[src/rtl/bpp_pkg.sv]
`timescale 1ns/1ps
package bpp_pkg;
  // per-sample events produced by the band sequencer
  typedef struct packed {
    logic take;   // sample lies in the active region
    logic first;  // first sample of a band
    logic last;   // last sample of a band
    logic fin;    // last sample of the final band
  } band_evt_t;
endpackage

[src/rtl/band_seq.sv]
`timescale 1ns/1ps
module band_seq
  import bpp_pkg::*;
#(
  parameter int IDX_W = 12
) (
  input  logic             clk,
  input  logic             rst,
  input  logic             start,
  input  logic [IDX_W:0]   cfg_count,
  input  logic [IDX_W:0]   cfg_size,
  input  logic [IDX_W-1:0] cfg_base,
  input  logic             in_valid,
  output band_evt_t        evt,
  output logic [IDX_W-1:0] pos_idx,
  output logic [IDX_W:0]   band_no,
  output logic             done
);
  localparam int CNT_W = IDX_W + 1;

  logic             busy_q;
  logic [CNT_W-1:0] cnt_q, size_q, idx_q, pos_q, band_q;
  logic [IDX_W-1:0] base_q;
  logic             fin_q, done_q;

  // named event wires
  logic in_region;
  assign in_region = busy_q && in_valid && (idx_q >= {1'b0, base_q});

  always_comb begin
    evt.take  = in_region;
    evt.first = in_region && (pos_q == '0);
    evt.last  = in_region && (pos_q == size_q - CNT_W'(1));
    evt.fin   = evt.last && (band_q == cnt_q - CNT_W'(1));
  end

  always_ff @(posedge clk) begin
    if (rst) begin
      busy_q <= 1'b0;
      cnt_q  <= '0;
      size_q <= '0;
      base_q <= '0;
      idx_q  <= '0;
      pos_q  <= '0;
      band_q <= '0;
      fin_q  <= 1'b0;
      done_q <= 1'b0;
    end else if (start) begin
      busy_q <= (cfg_count != '0) && (cfg_size != '0);
      cnt_q  <= cfg_count;
      size_q <= cfg_size;
      base_q <= cfg_base;
      idx_q  <= '0;
      pos_q  <= '0;
      band_q <= '0;
      fin_q  <= 1'b0;
      done_q <= 1'b0;
    end else begin
      fin_q  <= evt.fin;
      done_q <= fin_q;
      if (busy_q && in_valid) idx_q <= idx_q + CNT_W'(1);
      if (evt.take) begin
        if (evt.last) begin
          pos_q <= '0;
          if (evt.fin) busy_q <= 1'b0;
          else         band_q <= band_q + CNT_W'(1);
        end else begin
          pos_q <= pos_q + CNT_W'(1);
        end
      end
    end
  end

  assign pos_idx = idx_q[IDX_W-1:0];
  assign band_no = band_q;
  assign done    = done_q;

  // closing a non-final band moves to the next band number
  p_band_step_r4: assert property (@(posedge clk) disable iff (rst)
    (evt.last && !evt.fin && !start) |=> band_q == $past(band_q) + CNT_W'(1));

  // an accepted sample always lies inside the configured region
  p_inside_region_r6: assert property (@(posedge clk) disable iff (rst)
    evt.take |-> (idx_q >= {1'b0, base_q}) && (band_q < cnt_q));

  // done lasts a single cycle
  p_done_single_r7: assert property (@(posedge clk) disable iff (rst)
    done_q |=> !done_q);
endmodule

[src/rtl/band_acc.sv]
`timescale 1ns/1ps
module band_acc #(
  parameter int DATA_W = 16,
  parameter int IDX_W  = 12
) (
  input  logic                     clk,
  input  logic                     rst,
  input  logic                     take,
  input  logic                     first,
  input  logic                     last,
  input  logic [IDX_W-1:0]         pos_idx,
  input  logic [IDX_W:0]           band_no,
  input  logic signed [DATA_W-1:0] s_re,
  input  logic signed [DATA_W-1:0] s_im,
  output logic                     res_valid,
  output logic [2*DATA_W+IDX_W-1:0] res_energy,
  output logic [2*DATA_W-1:0]      res_max,
  output logic [IDX_W-1:0]         res_argmax,
  output logic [IDX_W:0]           res_band
);
  localparam int MAG_W = 2 * DATA_W;
  localparam int ACC_W = MAG_W + IDX_W;

  // squared modulus; full-scale sum 2^31 still fits unsigned MAG_W
  function automatic logic [MAG_W-1:0] sq_mag(input logic signed [DATA_W-1:0] re,
                                              input logic signed [DATA_W-1:0] im);
    logic signed [MAG_W-1:0] rr, ii;
    rr = MAG_W'(re) * MAG_W'(re);
    ii = MAG_W'(im) * MAG_W'(im);
    return $unsigned(rr) + $unsigned(ii);
  endfunction

  // strict compare keeps the earliest position on ties
  function automatic logic beats(input logic [MAG_W-1:0] cand, input logic [MAG_W-1:0] cur);
    return cand > cur;
  endfunction

  logic [ACC_W-1:0] acc_q, acc_n;
  logic [MAG_W-1:0] max_q, max_n, mag;
  logic [IDX_W-1:0] arg_q, arg_n;
  logic             new_peak;

  always_comb begin
    mag      = sq_mag(s_re, s_im);
    acc_n    = first ? ACC_W'(mag) : acc_q + ACC_W'(mag);
    new_peak = first || beats(mag, max_q);
    max_n    = new_peak ? mag : max_q;
    arg_n    = new_peak ? pos_idx : arg_q;
  end

  always_ff @(posedge clk) begin
    if (rst) begin
      acc_q      <= '0;
      max_q      <= '0;
      arg_q      <= '0;
      res_valid  <= 1'b0;
      res_energy <= '0;
      res_max    <= '0;
      res_argmax <= '0;
      res_band   <= '0;
    end else begin
      res_valid <= take && last;
      if (take) begin
        if (last) begin
          res_energy <= acc_n;
          res_max    <= max_n;
          res_argmax <= arg_n;
          res_band   <= band_no;
          acc_q      <= '0;
          max_q      <= '0;
          arg_q      <= '0;
        end else begin
          acc_q <= acc_n;
          max_q <= max_n;
          arg_q <= arg_n;
        end
      end
    end
  end

  // a band peak never exceeds the band energy
  p_max_le_energy_r2: assert property (@(posedge clk) disable iff (rst)
    res_valid |-> ACC_W'(res_max) <= res_energy);

  // zero energy implies a zero peak
  p_zero_energy_r1: assert property (@(posedge clk) disable iff (rst)
    (res_valid && res_energy == '0) |-> res_max == '0);

  // within a band the running energy never decreases
  p_energy_grows_r1: assert property (@(posedge clk) disable iff (rst)
    (take && !first && !last) |=> acc_q >= $past(acc_q));
endmodule

[src/rtl/band_power_peak.sv]
`timescale 1ns/1ps
module band_power_peak
  import bpp_pkg::*;
#(
  parameter int DATA_W = 16,
  parameter int IDX_W  = 12
) (
  input  logic                       clk,
  input  logic                       rst,
  input  logic                       start,
  input  logic [IDX_W:0]             cfg_count,
  input  logic [IDX_W:0]             cfg_size,
  input  logic [IDX_W-1:0]           cfg_base,
  input  logic                       in_valid,
  input  logic signed [DATA_W-1:0]   in_re,
  input  logic signed [DATA_W-1:0]   in_im,
  output logic                       res_valid,
  output logic [2*DATA_W+IDX_W-1:0]  res_energy,
  output logic [2*DATA_W-1:0]        res_max,
  output logic [IDX_W-1:0]           res_argmax,
  output logic [IDX_W:0]             res_band,
  output logic                       done
);
  band_evt_t        evt;
  logic [IDX_W-1:0] pos_idx;
  logic [IDX_W:0]   band_no;

  band_seq #(.IDX_W(IDX_W)) u_seq (
    .clk(clk), .rst(rst), .start(start),
    .cfg_count(cfg_count), .cfg_size(cfg_size), .cfg_base(cfg_base),
    .in_valid(in_valid), .evt(evt), .pos_idx(pos_idx), .band_no(band_no),
    .done(done)
  );

  band_acc #(.DATA_W(DATA_W), .IDX_W(IDX_W)) u_acc (
    .clk(clk), .rst(rst),
    .take(evt.take), .first(evt.first), .last(evt.last),
    .pos_idx(pos_idx), .band_no(band_no), .s_re(in_re), .s_im(in_im),
    .res_valid(res_valid), .res_energy(res_energy), .res_max(res_max),
    .res_argmax(res_argmax), .res_band(res_band)
  );

  // the final band's sample is followed by its result beat
  p_fin_gives_beat_r7: assert property (@(posedge clk) disable iff (rst)
    evt.fin |=> res_valid);

  // done only ever follows a result beat
  p_done_follows_r7: assert property (@(posedge clk) disable iff (rst)
    done |-> $past(res_valid));
endmodule

[config.mk]
export PLATFORM = sky130hd
export DESIGN_NAME = band_power_peak
export DESIGN_NICKNAME = d
export VERILOG_FILES = /design/src/rtl/bpp_pkg.sv /design/src/rtl/band_seq.sv /design/src/rtl/band_acc.sv /design/src/rtl/band_power_peak.sv
export SDC_FILE = /design/constraint.sdc
export NUM_CORES = 2
export LEC_CHECK = 0
export BUFFER_PORTS_ARGS = -buffer_cell sky130_fd_sc_hd__buf_2
export CORE_ASPECT_RATIO = 1.1
export CORE_UTILIZATION = 42
export CTS_BUF_LIST = sky130_fd_sc_hd__clkbuf_16
export DETAILED_ROUTE_END_ITERATION = 12
export PLACE_DENSITY = 0.67
export SYNTH_ARGS = -nofsm -noshare
export SYNTH_HDL_FRONTEND = slang
export SYNTH_HIERARCHICAL = 1
export SYNTH_SLANG_ARGS = --single-unit
[constraint.sdc]
create_clock -name clk -period 13.7 [get_ports clk]
set_input_delay 1.37 -clock clk [delete_from_list [all_inputs] [get_ports clk]]
set_output_delay 1.37 -clock clk [all_outputs]
set_load 0.03 [all_outputs]
Word-level counts from Yosys, hierarchy flattened
Cells that the tools add are included.
{"block": "word_totals", "ff_bits": 270}
{"block": "classes", "mux": 11, "add_sub_neg": 7, "n_mul": 2, "order_cmp": 2, "eq_ne": 2, "n_reduce_logical": 18, "n_bitwise": 1}
{"operator": "$mux 44", "n": 2}
{"operator": "$mul 16x16->32", "n": 2}
{"operator": "$mux 32", "n": 2}
{"operator": "$add 44x32->44", "n": 1}
{"operator": "$add 13x1->13 const B", "n": 3}
{"operator": "$add 32x32->32", "n": 1}
{"operator": "$gt 32x32->1", "n": 1}
{"operator": "$eq 13x13->1", "n": 2}
{"operator": "$reduce_bool 13->1", "n": 2}
{"operator": "$sub 13x1->13 const B", "n": 2}
{"operator": "$mux 12", "n": 2}
{"operator": "$ge 13x12->1", "n": 1}
{"operator": "$logic_not 13->1", "n": 1}
{"operator": "$mux 13", "n": 1}
{"operator": "$logic_and 1x1->1", "n": 7}
{"operator": "$reduce_and 3->1", "n": 2}
{"operator": "$reduce_bool 2->1", "n": 3}
{"operator": "$mux 1", "n": 4}
{"operator": "$reduce_and 2->1", "n": 1}
{"operator": "$reduce_or 2->1", "n": 1}
{"operator": "$logic_or 1x1->1", "n": 1}
{"operator": "$not 1->1", "n": 1}

Longest topological paths before layout
{"block": "depth", "depth_word": 8, "ltp_mapped": 39}

Modules after synthesis
Netlist, hierarchy kept.
{"mod": "band_acc", "area_per_inst_um2": 27614.0, "n_inst": 1, "seq_area_each_um2": 3803.6, "cells_each": 3057}
{"mod": "band_seq", "area_per_inst_um2": 4573.1, "n_inst": 1, "seq_area_each_um2": 1601.5, "cells_each": 547}

Least setup slack after synthesis
OpenSTA, ideal clock, no wires.
{"block": "synth_path", "path_kind": "input to register", "from": "in in_im[15]", "to": "reg u_acc.res_max[24]", "setup_slack_ns": 3.127, "n_path_buf": 3, "setup_ns": 0.133, "stages": 34, "arrival_ns": 10.440, "cell_sequence": "clkbuf_1 > nand2_1 > fa_1 > inv_1 > fa_1 > inv_1 > fa_1 > inv_1 > fa_1 > fa_1 > fa_1 > fa_1 > inv_1 > fa_1 > inv_1 > ha_1 > and2_1 > a221o_1 > a31o_2 > a31o_2 > a211oi_2 > o21ai_0 > xor2_1 > ha_1 > nand2_1 > nor4_1 > nand4_1 > nand2b_1 > a31o_2 > nor2_1 > buf_2 > clkbuf_1 > mux2i_1 > a21oi_1"}
{"block": "synth_between", "elab_chain_cells": 5}
{"element": "start, declared", "line": "band_power_peak.sv:16", "source": "input logic signed [DATA_W-1:0] in_im,"}
{"element": "$mul 16x16->32 (*)", "line": "band_acc.sv:29", "source": "ii = MAG_W'(im) * MAG_W'(im);"}
{"element": "$add 32x32->32 (*)", "line": "band_acc.sv:30", "source": "return $unsigned(rr) + $unsigned(ii);"}
{"element": "$gt 32x32->1", "line": "band_acc.sv:35", "source": "return cand > cur;"}
{"element": "$logic_or 1x1->1", "line": "band_acc.sv:46", "source": "new_peak = first || beats(mag, max_q);"}
{"element": "$mux 32 (*)", "line": "band_acc.sv:47", "source": "max_n = new_peak ? mag : max_q;"}
{"element": "end signal, assigned", "line": "band_acc.sv:66", "source": "res_max <= max_n;"}
{"element": "end, declared", "line": "band_acc.sv:17", "source": "output logic [2*DATA_W-1:0] res_max,"}
Mark *: on every way between the ends. The rest lies on a longest branch, timed or not.
A chain may end at the register's enable or synchronous reset.

Worst setup path after layout
{"block": "layout_path", "from": "in in_im[0]", "to": "reg u_acc.arg_q[1]"}
{"block": "layout_between", "elab_chain_cells": 6}
{"element": "$mul 16x16->32", "line": "band_acc.sv:29"}
{"element": "$add 32x32->32", "line": "band_acc.sv:30"}
{"element": "$gt 32x32->1", "line": "band_acc.sv:35"}
{"element": "$logic_or 1x1->1", "line": "band_acc.sv:46"}
{"element": "$mux 12", "line": "band_acc.sv:48", "source": "arg_n = new_peak ? pos_idx : arg_q;"}
{"element": "$mux 12", "line": "band_acc.sv:64", "source": "if (last) begin"}
{"element": "end signal, assigned", "line": "band_acc.sv:75", "source": "arg_q <= arg_n;"}
{"element": "end, declared", "line": "band_acc.sv:40", "source": "logic [IDX_W-1:0] arg_q, arg_n;"}
Every way passes these cells.

==> impl_metrics.py <==
metrics = {
    "critical_path": {
        "crit_path_end_kind": "flop",
        "r2r_cells": 14,
        "critPathArrivalTime_ns": 12.10,
        "crit_path_start_kind": "input port",
        "crit_slowest_cell": "nor2_4",
        "crit_type": "input port to flop",
        "slowest_delay_ns": 0.82,
        "cpMostUsedCell": "fa_1",
        "cp_max_fo": 42,
        "critPathRequiredTime_ns": 14.18,
    },
    "floorplanning": {
        "die_area_um2": 77700,
        "rows": 106,
        "ioPinCount": 177,
        "start_util_pct": 42.4,
        "dieHeight_um": 292,
        "die_w_um": 266,
        "core_area_um2": 75900,
    },
    "synthesis": {
        "syn_nets": 4434,
        "syn_inst": 3603,
        "synth_area_um2": 32200,
        "yosys_warnings": 6,
        "postSynthAreaPerCell_um2": 8.93,
    },
    "drt": {
        "avgViaCountPerCell": 5.22,
        "num_vias": 24700,
        "wl_per_cell_um": 17.3,
        "drt_iter0_markers": 1460,
        "drt_pass1_iterations": 5,
        "ant_nets": 0,
        "finalWirelength_mm": 82.0,
        "drc": 0,
    },
    "finish": {
        "final_common_cell": "inv_1",
        "fill_cells": 7487,
        "layout_common_cells": "inv_1, fa_1, nand2_1",
        "nets": 4508,
        "drive_gt1_share_pct": 7.81,
        "syn_to_final_growth_pct": 8.35,
    },
    "global_routing": {
        "overflow": 0,
        "grt_max_degree": 115,
        "track_usage_pct": 21.2,
        "grt_first_pass_wirelength_mm": 132,
        "antenna_found_initial": 4,
        "grt_pass1_vias": 24800,
    },
    "sta": {
        "rsz0062_at_grt": "no",
        "layout_min_cycle_time_ns": 11.62,
        "setup_viol": 0,
        "slew_headroom_pct": 26.2,
        "worst_pin_slew_ns": 1.11,
        "fin_worst_skew_ns": 0.0245,
        "post-route-period-util_pct": 84.8,
        "maxSlewViolCount": 0,
        "maxClockFrequency_mhz": 86.1,
        "hold_viol_final": 0,
        "tns_ns": 0,
    },
    "clocking": {
        "clock_path_buffers": 3,
        "clock_latency_ns": 0.57,
        "post_cts_resized": 0,
        "htreeDepth": 1,
        "cts_root_buffer": "clkbuf_16",
        "postCtsSetupBuffers": 0,
        "cts.sinks": 270,
        "cts_tree": "yes",
        "clk_pin_slew_ns": 0.06,
        "cts_buffers": 28,
        "holdBufCountCts": 0,
    },
    "placed_design": {
        "place_hpwl_mm": 65.9,
        "routabilityCongestion": 0.913,
        "io_buffers": 176,
    },
    "worst_hold_path": {
        "hold_path_depth": 2,
        "hold_path_class": "flop to flop",
    },
    "status": {
        "outcome": "finished clean",
    },
    "run": {
        "maxCapViolCount": 0,
    },
}
[worst max-delay path: cells and delay by family]
kind | cells | cell delay (ns)
buffers and inverters | 6 | 0.59
adders and majority gates | 10 | 4.74
xor gates and xnor gates | 1 | 0.79
and+or+nand+nor | 8 | 2.41
AOI/OAI and AO/OA | 7 | 2.17
[per-stage QoR]
step | cell area, um^2 | cells | util (%) | hold slack, ns | setup WS (ns)
after floorplan | 32200 | 3603 | - | 0.406 | 3.13
after global placement | 33900 | 4673 | 44.7 | 0.436 | 1.74
after detailed placement | 33900 | 4673 | 44.7 | 0.443 | 1.61
after CTS | 34900 | 4725 | 46.0 | 0.452 | 2.19
after global routing | 34900 | 4727 | 46.0 | 0.470 | 1.55
final | 34900 | 4727 | 46.0 | 0.451 | 2.08
[path summary, 6_finish.rpt]
check                    start              endpoint  slack [ns]
max reg2reg    u_seq/size_q[0]  u_acc/res_energy[27]        8.59
min          u_acc/res_band[4]     u_acc/res_band[4]        0.45
max                   in_im[0]        u_acc/arg_q[1]        2.08
min reg2reg  u_acc/res_band[4]     u_acc/res_band[4]        0.45
[area by class of cell]
class / instances / area [um^2] / share of cell area (%)
multi-input combinational: 2451 / 23500 / 67.3
sequential: 270 / 5410 / 15.5
inverter: 731 / 2740 / 7.87
tap: 1026 / 1280 / 3.68
timing repair buffer: 195 / 1030 / 2.95
clock buffer: 29 / 726 / 2.08
clock inverter: 23 / 223 / 0.639
antenna: 2 / 5.00 / 0.0144
[state kept, by name (all words and copies together) (netlist names)]
name,flops
u_acc/acc_q,44
u_acc/res_energy,44
u_acc/max_q,32
u_acc/res_max,32
u_acc/res_band,13
u_seq/band_no,13
u_seq/cnt_q,13
u_seq/idx_q,13
u_seq/pos_q,13
u_seq/size_q,13
u_acc/arg_q,12
u_acc/res_argmax,12
u_seq/base_q,12
u_acc/res_valid,1
u_seq/busy_q,1
u_seq/done,1
u_seq/fin_q,1
[routing by layer]
layer  GRT usage, %  vias to the layer above  part of all wire [%]
met5              0                        -                 0.028
met4           7.39                        4                   3.7
met3           1.67                      157                   3.6
met2           36.9                      580                    51
met1           27.7                    12400                    42
li1               -                    11600                     -
Power is not shown: default switching activity piles up to over one toggle a cycle in this logic, so the estimate is an artifact.
